--- src/rtl/gpio_bank_pkg.sv ---
package gpio_bank_pkg;

    localparam int unsigned LINES_PER_BANK = 8;
    localparam int unsigned BUS_W          = 32;
    localparam int unsigned BE_W           = BUS_W / 8;

    // Request sequencer states
    typedef enum logic [1:0] {
        ST_IDLE = 2'd0,
        ST_EXEC = 2'd1,
        ST_RESP = 2'd2
    } seq_state_e;

    // What a latched address resolves to
    typedef enum logic [1:0] {
        HIT_NONE = 2'd0,
        HIT_DATA = 2'd1,
        HIT_DIR  = 2'd2,
        HIT_WIN  = 2'd3
    } hit_kind_e;

endpackage

--- src/rtl/gpio_addr_decode.sv ---
module gpio_addr_decode
    import gpio_bank_pkg::*;
#(
    parameter int unsigned ADDR_W     = 8,
    parameter int unsigned NUM_BANKS  = 19,
    parameter int unsigned BANK_IDX_W = 5,
    parameter int unsigned WIN_BASE   = 32'h90,
    parameter int unsigned WIN_SPAN   = 32'h10
) (
    input  logic [ADDR_W-1:2]     word_addr,
    output hit_kind_e             kind,
    output logic [BANK_IDX_W-1:0] bank
);

    localparam int unsigned STRIDE  = LINES_PER_BANK;
    localparam int unsigned WIN_END = WIN_BASE + WIN_SPAN;

    logic [ADDR_W-1:0] base_a;
    int unsigned       base_v;
    int unsigned       slot;

    assign base_a = {word_addr[ADDR_W-1:3], 3'b000};

    always_comb begin
        kind   = HIT_NONE;
        bank   = '0;
        base_v = 32'(base_a);
        slot   = 0;
        if (base_v >= WIN_BASE && base_v < WIN_END) begin
            kind = HIT_WIN;
        end else if (base_v >= STRIDE) begin
            // invert base = (slot+1)*8 (+WIN_SPAN above the window)
            if (base_v >= WIN_END) begin
                slot = (base_v - WIN_SPAN) / STRIDE - 1;
            end else begin
                slot = base_v / STRIDE - 1;
            end
            if (slot < NUM_BANKS) begin
                kind = word_addr[2] ? HIT_DIR : HIT_DATA;
                bank = slot[BANK_IDX_W-1:0];
            end
        end
    end

endmodule

--- src/rtl/gpio_in_sync.sv ---
module gpio_in_sync #(
    parameter int unsigned WIDTH = 150
) (
    input  logic             clk,
    input  logic             rst_n,
    input  logic [WIDTH-1:0] async_in,
    output logic [WIDTH-1:0] sync_out
);

    logic [WIDTH-1:0] stage1_q;
    logic [WIDTH-1:0] stage2_q;

    always_ff @(posedge clk) begin
        if (!rst_n) begin
            stage1_q <= '0;
            stage2_q <= '0;
        end else begin
            stage1_q <= async_in;
            stage2_q <= stage1_q;
        end
    end

    assign sync_out = stage2_q;

endmodule

--- src/rtl/gpio_line_regs.sv ---
module gpio_line_regs
    import gpio_bank_pkg::*;
#(
    parameter int unsigned NUM_LINES  = 150,
    parameter int unsigned BANK_IDX_W = 5
) (
    input  logic                  clk,
    input  logic                  rst_n,
    input  logic                  commit,
    input  hit_kind_e             kind,
    input  logic [BANK_IDX_W-1:0] bank,
    input  logic [7:0]            wbyte,
    output logic [NUM_LINES-1:0]  data_q,
    output logic [NUM_LINES-1:0]  dir_q,
    output logic [NUM_LINES-1:0]  pad_oe,
    output logic [NUM_LINES-1:0]  pad_out
);

    logic [NUM_LINES-1:0] oe_q;
    logic [NUM_LINES-1:0] out_q;

    for (genvar l = 0; l < NUM_LINES; l++) begin : g_line
        localparam int unsigned OWNER = l / LINES_PER_BANK;
        localparam int unsigned LANE  = l % LINES_PER_BANK;

        logic hit;
        assign hit = commit && (bank == BANK_IDX_W'(OWNER));

        always_ff @(posedge clk) begin
            if (!rst_n) begin
                data_q[l] <= 1'b0;
                dir_q[l]  <= 1'b1;
            end else if (hit) begin
                if (kind == HIT_DATA) data_q[l] <= wbyte[LANE];
                if (kind == HIT_DIR)  dir_q[l]  <= wbyte[LANE];
            end
        end
    end

    // Registered pad stage: pads follow the registers one cycle later
    always_ff @(posedge clk) begin
        if (!rst_n) begin
            oe_q  <= '0;
            out_q <= '0;
        end else begin
            oe_q  <= ~dir_q;
            out_q <= data_q;
        end
    end

    assign pad_oe  = oe_q;
    assign pad_out = out_q;

endmodule

--- src/rtl/gpio_read_mux.sv ---
module gpio_read_mux
    import gpio_bank_pkg::*;
#(
    parameter int unsigned NUM_LINES  = 150,
    parameter int unsigned NUM_BANKS  = 19,
    parameter int unsigned BANK_IDX_W = 5
) (
    input  hit_kind_e             kind,
    input  logic [BANK_IDX_W-1:0] bank,
    input  logic [NUM_LINES-1:0]  data_q,
    input  logic [NUM_LINES-1:0]  dir_q,
    input  logic [NUM_LINES-1:0]  sync_q,
    input  logic [BUS_W-1:0]      win_rdata,
    output logic [BUS_W-1:0]      rdata
);

    logic [NUM_BANKS-1:0][7:0] val_byte;
    logic [NUM_BANKS-1:0][7:0] dir_byte;

    for (genvar b = 0; b < NUM_BANKS; b++) begin : g_bank
        for (genvar i = 0; i < 8; i++) begin : g_bit
            localparam int unsigned IDX = b * LINES_PER_BANK + i;
            if (IDX < NUM_LINES) begin : g_pin
                assign val_byte[b][i] = dir_q[IDX] ? sync_q[IDX] : data_q[IDX];
                assign dir_byte[b][i] = dir_q[IDX];
            end else begin : g_hole
                assign val_byte[b][i] = 1'b0;
                assign dir_byte[b][i] = 1'b0;
            end
        end
    end

    always_comb begin
        rdata = '0;
        unique case (kind)
            HIT_DATA: rdata = {24'b0, val_byte[bank]};
            HIT_DIR:  rdata = {24'b0, dir_byte[bank]};
            HIT_WIN:  rdata = win_rdata;
            default:  rdata = '0;
        endcase
    end

endmodule

--- src/rtl/gpio_bank_regfile.sv ---
module gpio_bank_regfile
    import gpio_bank_pkg::*;
#(
    parameter int unsigned NUM_LINES = 150,
    parameter int unsigned ADDR_W    = 8,
    parameter int unsigned WIN_BASE  = 32'h90,
    parameter int unsigned WIN_SPAN  = 32'h10
) (
    input  logic                 clk,
    input  logic                 rst_n,
    input  logic                 bus_req,
    input  logic                 bus_wr,
    input  logic [ADDR_W-1:0]    bus_addr,
    input  logic [31:0]          bus_wdata,
    input  logic [3:0]           bus_be,
    output logic                 bus_ready,
    output logic                 bus_ack,
    output logic [31:0]          bus_rdata,
    output logic                 win_sel,
    output logic                 win_wr,
    output logic [ADDR_W-1:0]    win_addr,
    output logic [31:0]          win_wdata,
    output logic [3:0]           win_be,
    input  logic [31:0]          win_rdata,
    input  logic [NUM_LINES-1:0] pad_in,
    output logic [NUM_LINES-1:0] pad_oe,
    output logic [NUM_LINES-1:0] pad_out
);

    localparam int unsigned NUM_BANKS  = (NUM_LINES + LINES_PER_BANK - 1) / LINES_PER_BANK;
    localparam int unsigned BANK_IDX_W = (NUM_BANKS > 1) ? $clog2(NUM_BANKS) : 1;

    seq_state_e state_q, state_d;

    logic              req_wr_q;
    logic [ADDR_W-1:0] req_addr_q;
    logic [31:0]       req_wdata_q;
    logic [3:0]        req_be_q;
    logic [31:0]       rdata_q;

    hit_kind_e             kind;
    logic [BANK_IDX_W-1:0] bank;
    logic                  commit;
    logic [31:0]           mux_rdata;
    logic [NUM_LINES-1:0]  data_q;
    logic [NUM_LINES-1:0]  dir_q;
    logic [NUM_LINES-1:0]  sync_q;

    // State register
    always_ff @(posedge clk) begin
        if (!rst_n) state_q <= ST_IDLE;
        else        state_q <= state_d;
    end

    // Transitions: ACCEPT, COMMIT, RETIRE
    always_comb begin
        state_d = state_q;
        unique case (state_q)
            ST_IDLE: if (bus_req) state_d = ST_EXEC;
            ST_EXEC: state_d = ST_RESP;
            ST_RESP: state_d = ST_IDLE;
            default: state_d = ST_IDLE;
        endcase
    end

    // Outputs of the sequencer
    always_comb begin
        bus_ready = 1'b0;
        bus_ack   = 1'b0;
        win_sel   = 1'b0;
        commit    = 1'b0;
        unique case (state_q)
            ST_IDLE: bus_ready = 1'b1;
            ST_EXEC: begin
                win_sel = (kind == HIT_WIN);
                commit  = req_wr_q && req_be_q[0] &&
                          (kind == HIT_DATA || kind == HIT_DIR);
            end
            ST_RESP: bus_ack = 1'b1;
            default: ;
        endcase
    end

    // Request latch
    always_ff @(posedge clk) begin
        if (!rst_n) begin
            req_wr_q    <= 1'b0;
            req_addr_q  <= '0;
            req_wdata_q <= '0;
            req_be_q    <= '0;
        end else if (state_q == ST_IDLE && bus_req) begin
            req_wr_q    <= bus_wr;
            req_addr_q  <= bus_addr;
            req_wdata_q <= bus_wdata;
            req_be_q    <= bus_be;
        end
    end

    // Read data capture in EXEC
    always_ff @(posedge clk) begin
        if (!rst_n) begin
            rdata_q <= '0;
        end else if (state_q == ST_EXEC) begin
            rdata_q <= req_wr_q ? '0 : mux_rdata;
        end
    end

    assign bus_rdata = rdata_q;
    assign win_wr    = req_wr_q;
    assign win_addr  = req_addr_q;
    assign win_wdata = req_wdata_q;
    assign win_be    = req_be_q;

    gpio_addr_decode #(
        .ADDR_W     (ADDR_W),
        .NUM_BANKS  (NUM_BANKS),
        .BANK_IDX_W (BANK_IDX_W),
        .WIN_BASE   (WIN_BASE),
        .WIN_SPAN   (WIN_SPAN)
    ) decode_i (
        .word_addr (req_addr_q[ADDR_W-1:2]),
        .kind      (kind),
        .bank      (bank)
    );

    gpio_in_sync #(
        .WIDTH (NUM_LINES)
    ) sync_i (
        .clk      (clk),
        .rst_n    (rst_n),
        .async_in (pad_in),
        .sync_out (sync_q)
    );

    gpio_line_regs #(
        .NUM_LINES  (NUM_LINES),
        .BANK_IDX_W (BANK_IDX_W)
    ) regs_i (
        .clk     (clk),
        .rst_n   (rst_n),
        .commit  (commit),
        .kind    (kind),
        .bank    (bank),
        .wbyte   (req_wdata_q[7:0]),
        .data_q  (data_q),
        .dir_q   (dir_q),
        .pad_oe  (pad_oe),
        .pad_out (pad_out)
    );

    gpio_read_mux #(
        .NUM_LINES  (NUM_LINES),
        .NUM_BANKS  (NUM_BANKS),
        .BANK_IDX_W (BANK_IDX_W)
    ) rmux_i (
        .kind      (kind),
        .bank      (bank),
        .data_q    (data_q),
        .dir_q     (dir_q),
        .sync_q    (sync_q),
        .win_rdata (win_rdata),
        .rdata     (mux_rdata)
    );

endmodule

--- config.mk ---
export PLATFORM = sky130hd
export DESIGN_NAME = gpio_bank_regfile
export DESIGN_NICKNAME = d
export VERILOG_FILES = /design/src/rtl/gpio_bank_pkg.sv /design/src/rtl/gpio_addr_decode.sv /design/src/rtl/gpio_in_sync.sv /design/src/rtl/gpio_line_regs.sv /design/src/rtl/gpio_read_mux.sv /design/src/rtl/gpio_bank_regfile.sv
export SDC_FILE = /design/constraint.sdc
export NUM_CORES = 2
export LEC_CHECK = 0
export BUFFER_PORTS_ARGS = -buffer_cell sky130_fd_sc_hd__buf_2
export CAP_MARGIN = 0
export CORE_MARGIN = 5
export CORE_UTILIZATION = 55
export DETAILED_ROUTE_END_ITERATION = 7
export PLACE_DENSITY = 0.84
export SLEW_MARGIN = 25
export SYNTH_ARGS = -nofsm -noshare
export SYNTH_HDL_FRONTEND = slang
export SYNTH_SLANG_ARGS = --single-unit
export TNS_END_PERCENT = 1
--- constraint.sdc ---
create_clock -name clk -period 5.86 [get_ports clk]
set_input_delay 0.879 -clock clk [delete_from_list [all_inputs] [get_ports clk]]
set_output_delay 0.879 -clock clk [all_outputs]
set_load 0.05 [all_outputs]
# --- Word level (Yosys, flattened, before mapping) ---
# Cells that the tools add are included.
# Widths: inputs -> output; s select.
op_classes:
  n_shift: 0
  n_reduce_logical: 64
  n_mul: 0
  magnitude_cmp: 6
  eq_ne: 24
  mux: 172
  n_div: 0
  bitwise_logic: 1
  n_addsub: 3
op_table:
  columns: ["operator", "count"]
  rows:
  - ["$mux 1", 154]
  - ["$not 150->150", 1]
  - ["$mux 32", 4]
  - ["$pmux 32 s3", 1]
  - ["$bmux 8 s5", 2]
  - ["$reduce_and 2->1", 38]
  - ["$eq 5x4->1 const B", 8]
  - ["$lt 32x5->1 const B", 1]
  - ["$sub 29x1->30 const B", 1]
  - ["$logic_and 1x1->1", 23]
  - ["$eq 5x3->1 const B", 4]
  - ["$ge 8x8->1 const B", 2]
  - ["$mux 8", 2]
  - ["$eq 5x5->1 const B", 3]
  - ["$mux 5", 3]
  - ["$eq 5x2->1 const B", 2]
  - ["$mux 2", 5]
  - ["$sub 8x5->9 const B", 1]
  - ["$ge 8x4->1 const B", 1]
  - ["$lt 8x8->1 const B", 1]
  - ["$eq 2x2->1 const B", 3]
  - ["$lt 5x6->1 const B", 1]
  - ["$sub 5x1->6 const B", 1]
  - ["$eq 5x1->1 const B", 1]
  - ["6 further kinds", 7]
word_totals:
  wordCells: 580
  latch_bits: 0
  mem_bits_ro: 0
  out_inout_bits: 380
  mem_bits_rw: 0
  mem_count: 0
  reg_bits: 979

# --- Depth between registers and ports, before layout ---
depth:
  depth_word: 15
  depth_mapped: 26
  mapped_depth_nobuf: 22

# --- Cells and area by module ---
# Synthesis repeated with hierarchy kept, for this count alone.
hier_totals:
  hier_cells: 3067
  hier_area_um2: 34503.1
by_module_without_submodules:
  columns: ["mod", "seq_area_each_um2", "n_inst", "area_each_um2", "cells_per_inst"]
  rows:
  - ["gpio_line_regs", 12011.5, 1, 18134.9, 1513]
  - ["gpio_in_sync", 6005.8, 1, 8246.7, 633]
  - ["gpio_read_mux", 0.0, 1, 4334.2, 476]
  - ["gpio_bank_regfile", 1581.5, 1, 3074.2, 356]
  - ["gpio_addr_decode", 0.0, 1, 713.2, 89]

# --- Worst setup path after synthesis ---
# OpenSTA, ideal clock, no wires.
synth_timing:
  path_kind: "reg-to-output"
  start: "reg req_addr_q[4], in the netlist win_addr[4]"
  end: "out win_sel"
  path_stages_with_launch: 17
  t_arrival_ps: 4548
  slack_ps: 433
  cell_sequence: "dfxtp_1 > inv_1 > ha_1 > a211oi_1 > a21oi_1 > o21ai_0 > nand2_1 > ha_1 > nor4b_1 > and4_1 > a41o_1 > nand3_1 > o21ai_0 > ha_1 > buf_1 > inv_1 > nor2_1"
synth_via:
  elab_chain_cells: 11
synth_rtl:
  columns: ["item", "line", "rtl"]
  rows:
  - ["from (decl)", "gpio_bank_regfile.sv:36", "logic [ADDR_W-1:0] req_addr_q;"]
  - ["from (signal assigned)", "gpio_bank_regfile.sv:93", "req_addr_q <= bus_addr;"]
  - ["$sub 8x5->9", "gpio_addr_decode.sv:34", "slot = (base_v - WIN_SPAN) / STRIDE - 1;"]
  - ["$sub 29x1->30", "gpio_addr_decode.sv:34", null]
  - ["$mux 32", "gpio_addr_decode.sv:33", "if (base_v >= WIN_END) begin"]
  - ["$mux 32", "gpio_addr_decode.sv:31", "end else if (base_v >= STRIDE) begin"]
  - ["$mux 32", "gpio_addr_decode.sv:29", "if (base_v >= WIN_BASE && base_v < WIN_END) begin"]
  - ["$lt 32x5->1", "gpio_addr_decode.sv:38", "if (slot < NUM_BANKS) begin"]
  - ["$mux 2", "gpio_addr_decode.sv:38", null]
  - ["$mux 2", "gpio_addr_decode.sv:31", null]
  - ["$mux 2 *", "gpio_addr_decode.sv:29", null]
  - ["$eq 2x2->1 *", "gpio_bank_regfile.sv:75", "win_sel = (kind == HIT_WIN);"]
  - ["$mux 1 *", "gpio_bank_regfile.sv:72", "unique case (state_q)"]
  - ["to (decl)", "gpio_bank_regfile.sv:19", "output logic win_sel,"]
# Every way passes the cells marked *; elsewhere a longest branch is shown, timed or not. The select of a mux whose other input is x is not followed.

# --- Final worst setup path ---
layout_timing:
  start: "reg req_addr_q[4], in the netlist win_addr[4]"
  end: "reg regs_i.data_q[128]"
layout_via:
  elab_chain_cells: 15
layout_rtl:
  columns: ["item", "line", "rtl"]
  rows:
  - ["$sub 8x5->9", "gpio_addr_decode.sv:34", null]
  - ["$sub 29x1->30", "gpio_addr_decode.sv:34", null]
  - ["$mux 32", "gpio_addr_decode.sv:33", null]
  - ["$mux 32", "gpio_addr_decode.sv:31", null]
  - ["$mux 32", "gpio_addr_decode.sv:29", null]
  - ["$lt 32x5->1", "gpio_addr_decode.sv:38", null]
  - ["$mux 2", "gpio_addr_decode.sv:38", null]
  - ["$mux 2", "gpio_addr_decode.sv:31", null]
  - ["$mux 2", "gpio_addr_decode.sv:29", null]
  - ["$eq 2x1->1 / $eq 2x2->1 (equally long branches)", "gpio_line_regs.sv:34, gpio_bank_regfile.sv:77", null]
  - ["$logic_or 1x1->1", "gpio_bank_regfile.sv:77", "(kind == HIT_DATA || kind == HIT_DIR);"]
  - ["$logic_and 1x1->1", "gpio_bank_regfile.sv:76", "commit = req_wr_q && req_be_q[0] &&"]
  - ["$mux 1", "gpio_bank_regfile.sv:72", null]
  - ["$logic_and 1x1->1", "gpio_line_regs.sv:27", "assign hit = commit && (bank == BANK_IDX_W'(OWNER));"]
  - ["$reduce_and 2->1 (no line) *", null, null]
  - ["to (signal, indexed assignment)", "gpio_line_regs.sv:34", "if (kind == HIT_DATA) data_q[l] <= wbyte[LANE];"]
  - ["to (decl)", "gpio_line_regs.sv:13", "output logic [NUM_LINES-1:0] data_q,"]
# Marks and branches as above.
# A chain may end at the register's enable or synchronous reset.

==> impl_metrics.env <==
export IMPL_grt_remaining_overflow=0
export IMPL_drive_gt1_share_pct=22.0
export IMPL_design_area_sq_um=41500
export IMPL_p_clk_share_pct=43.9
export IMPL_m1WireLength_um=44900
export IMPL_path_max_fanout=9
export IMPL_yosys_area_top_type="dfxtp_1"
export IMPL_yosysSeqAreaShare_pct=56.8
export IMPL_slew_viol_final=0
export IMPL_path_cells="inv_1 -> ha_1 -> nor4_2 -> nand2_1 -> o21ai_1 -> nand2_1 -> ha_1 -> nor4b_1 -> and4_1 -> a41o_1 -> nand3_1 -> o21ai_1 -> ha_2 -> nand3_1 -> or4_1 -> or2_0 -> nor2_4 -> mux2i_1 -> nor2_1"
export IMPL_switching_share_pct=24.6
export IMPL_hold_viol_final=0
export IMPL_wl_met2_um=55900
export IMPL_synth_top_area_share_pct=56.8
export IMPL_cp_end_kind="register"
export IMPL_pwr_share_seq_pct=47.3
export IMPL_grt_use_total_pct=34.3
export IMPL_fillCellCount=4729
export IMPL_dieArea_sq_um=67900
export IMPL_port_buffers=609
export IMPL_ir_worst_vdd_mv=0.221
export IMPL_grt_pass1_vias=28000
export IMPL_syn_area_per_cell_sq_um=9.78
export IMPL_slowest_stage="or4_1"
export IMPL_cts_buffers=95
export IMPL_row_count=91
export IMPL_grt_max_degree=225
export IMPL_fmax_mhz=185
export IMPL_internal_power_mw=10.9
export IMPL_pin_count=610
export IMPL_dp_final_hpwl_um=84500
export IMPL_clkTransAtPathRegs_ns=0.06
export IMPL_globalplace_congestion=1.00
export IMPL_power_total_mw=14.4
export IMPL_synth_ff_type="dfxtp_1"
export IMPL_h_tree_depth=3
export IMPL_fin_nets=4302
export IMPL_dieWidth_um=261
export IMPL_synth_area_sq_um=34500
export IMPL_die_h_um=261
export IMPL_synth_net_count=3778
export IMPL_cts_sinks=979
export IMPL_drtIter0Drc=3257
export IMPL_setup_viol=0
export IMPL_antenna_left=0
export IMPL_synthArstFlopShare_pct=0
export IMPL_min_period_over_period_pct=92.3
export IMPL_antenna_found_initial=11
export IMPL_viasPerCell=5.76
export IMPL_first_pass_iters=7
export IMPL_fin_skew_ns=0.0234
export IMPL_clk_path_buf_depth=3
export IMPL_crit_family="simple AND/OR/NAND/NOR gates"
export IMPL_utilization_pct=67.0
export IMPL_clock_latency_ns=0.66
export IMPL_cp_arrival_ns=5.92
export IMPL_p_per_area_nw_per_um2=347
export IMPL_avgRoutedWirePerCell_um=24.4
export IMPL_p_sw_mw=3.54
export IMPL_synth_cells=3529
export IMPL_hold_class="in2reg"
export IMPL_synth_area_top_cells="dfxtp_1 (57%), and2_1 (8.3%), mux2i_1 (8.2%), nand2_1 (4.5%), nor2_1 (3.5%)"
export IMPL_power_share_combinational_pct=8.8
export IMPL_cap_violations=0
export IMPL_p_leak_nw=18.2
export IMPL_wl_um=121000
export IMPL_start_kind="register"
export IMPL_cts_tree="done"
export IMPL_place_area_sq_um=38200
export IMPL_setup_tns_ns=0
export IMPL_slew_headroom_pct=32.2
export IMPL_critical_path_class="reg2reg"
export IMPL_hold_buffers=0
export IMPL_ys_ff_latch=979
export IMPL_synthDistinctLibCells=78
export IMPL_cp_required_ns=6.37
export IMPL_rsz0062_at_grt="false"
export IMPL_grt_pass1_wl_um=177000
export IMPL_clock_root_buffer="clkbuf_16"
export IMPL_yosysWarnings=0
export IMPL_cp_slowest_stage_delay_ns=0.58
export IMPL_worst_pin_slew_ns=1.01
export IMPL_core_sq_um=61900
export IMPL_top_layer="met5"
export IMPL_area_delta_synth_final_pct=20.2
export IMPL_status="finished, final reports clean"
export IMPL_synth_edff_count=0
export IMPL_initial_core_util_pct=55.7
export IMPL_met3WireLength_um=12600
export IMPL_drc=0
export IMPL_fin_crit_ns=5.41
export IMPL_critPathBufInv=1
export IMPL_vias=28600
-- metrics by stage --
stage | cells | setup slack [ns] | hold slack, ns
finish | 4966 | 0.453 | 0.421
global route | 4965 | 0.0133 | 0.407
CTS | 4963 | 0.140 | 0.393
detailed placement | 4791 | 0.347 | 0.417
global placement | 4791 | 0.479 | 0.414
floorplan | 3529 | 0.433 | 0.412
-- cell type report --
| cell class | count | area [sq um] | area share, % |
|---|---|---|---|
| multi-input combinational | 2300 | 14000 | 33.7 |
| clock inverter | 30 | 443 | 1.07 |
| antenna | 1 | 2.50 | 0.00603 |
| tap | 837 | 1050 | 2.52 |
| timing repair buffer | 667 | 3530 | 8.51 |
| inverter | 10 | 45.0 | 0.109 |
| clock buffer | 142 | 2820 | 6.80 |
| sequential | 979 | 19600 | 47.2 |
-- cell usage after synthesis, drive strengths merged (14+ instances only) --
cell / instances
nand4: 14
mux2: 24
nor3: 32
and2: 460
nor2b: 37
dfxtp: 979
a211oi: 35
clkbuf: 201
a22oi: 43
mux2i: 284
nand2: 410
o21ai: 174
nand3: 95
nor2: 349
buf: 39
a21oi: 165
ha: 19
o22ai: 17
-- power groups by stage --
stage | sequential (mW) | combinational [mW] | clock (mW)
after global routing | 6.82 | 1.32 | 6.66
after CTS | 6.82 | 1.22 | 6.38
after floorplan | 7.01 | 0.656 | 0
final | 6.82 | 1.27 | 6.33
after global placement | 6.96 | 1.22 | 0
after detailed placement | 6.96 | 1.22 | 0
-- final timing paths --
kind	startpoint	to	slack, ns	cells past startpoint
worst max-delay path	win_addr[4]	regs_i.data_q[128]	0.45	19
worst min-delay path	pad_in[10]	sync_i.stage1_q[10]	0.42	2
worst max register to register	win_addr[4]	regs_i.data_q[128]	0.45	19
worst min register to register	sync_i.stage1_q[92]	sync_i.sync_out[92]	0.43	1
-- timing repair --
action / 4_1_cts / 5_1_grt
setup buffers: 0 / 2
setup endpoints to repair: 1 / 201
pin swaps: 0 / 1
gates resized for setup: 1 / 4
endpoints found under the hold margin: 0 / 0
-- routing by layer --
layer | global-route usage [%] | vias up
met5 | 0 | -
met4 | 18.2 | 14
met3 | 8.93 | 432
met2 | 55.3 | 1740
met1 | 42.4 | 13500
li1 | - | 12900
-- kinds of logic (layout without fill, tap and decap cells) --
group	Yosys count	after routing	synth area share [%]
buffers and inverters	250	849	2.85
AND/OR/NAND/NOR	1437	1437	21.0
adder cells (fa/ha/maj)	19	19	0.689
other	0	1	0
AO/OA/AOI/OAI	523	523	9.24
flip-flops	979	979	56.8
multiplexers	311	311	9.21
XOR/XNOR	10	10	0.254
-- cell usage in the layout (no fill, tap or decap), types with 7 or more instances in the layout --
master / Yosys / final
a21oi_1: 165 / 165
nor2_1: 324 / 323
a2bb2oi_1: 8 / 8
nor2_2: 6 / 7
dfxtp_1: 979 / 970
ha_1: 19 / 17
o21ai_0: 173 / 171
nor3_1: 30 / 27
nor2_8: 9 / 9
nor2b_1: 37 / 37
nor2_4: 10 / 10
inv_1: 10 / 9
a22oi_1: 43 / 43
buf_4: 5 / 55
clkbuf_16: 0 / 95
a31oi_1: 8 / 8
o221ai_1: 8 / 8
and2_1: 460 / 460
a221oi_1: 13 / 13
nand2_1: 410 / 410
nand4_1: 14 / 14
mux2_2: 24 / 24
nand3_1: 94 / 93
clkbuf_1: 201 / 20
o22ai_1: 17 / 17
buf_2: 22 / 608
dfxtp_2: 0 / 9
bufinv_16: 0 / 9
mux2i_1: 284 / 284
clkinv_2: 0 / 10
a211oi_1: 33 / 33
clkbuf_8: 0 / 27
-- registers in the layout, summed over array words and instances, names as in the netlist --
register	count
regs_i.dir_q	150
bus_rdata	32
win_be	4
win_wr	1
sync_i.stage1_q	150
sync_i.sync_out	150
regs_i.pad_oe	150
win_addr	8
state_q	2
regs_i.data_q	150
win_wdata	32
regs_i.pad_out	150
(Power assumes the default switching activity.)
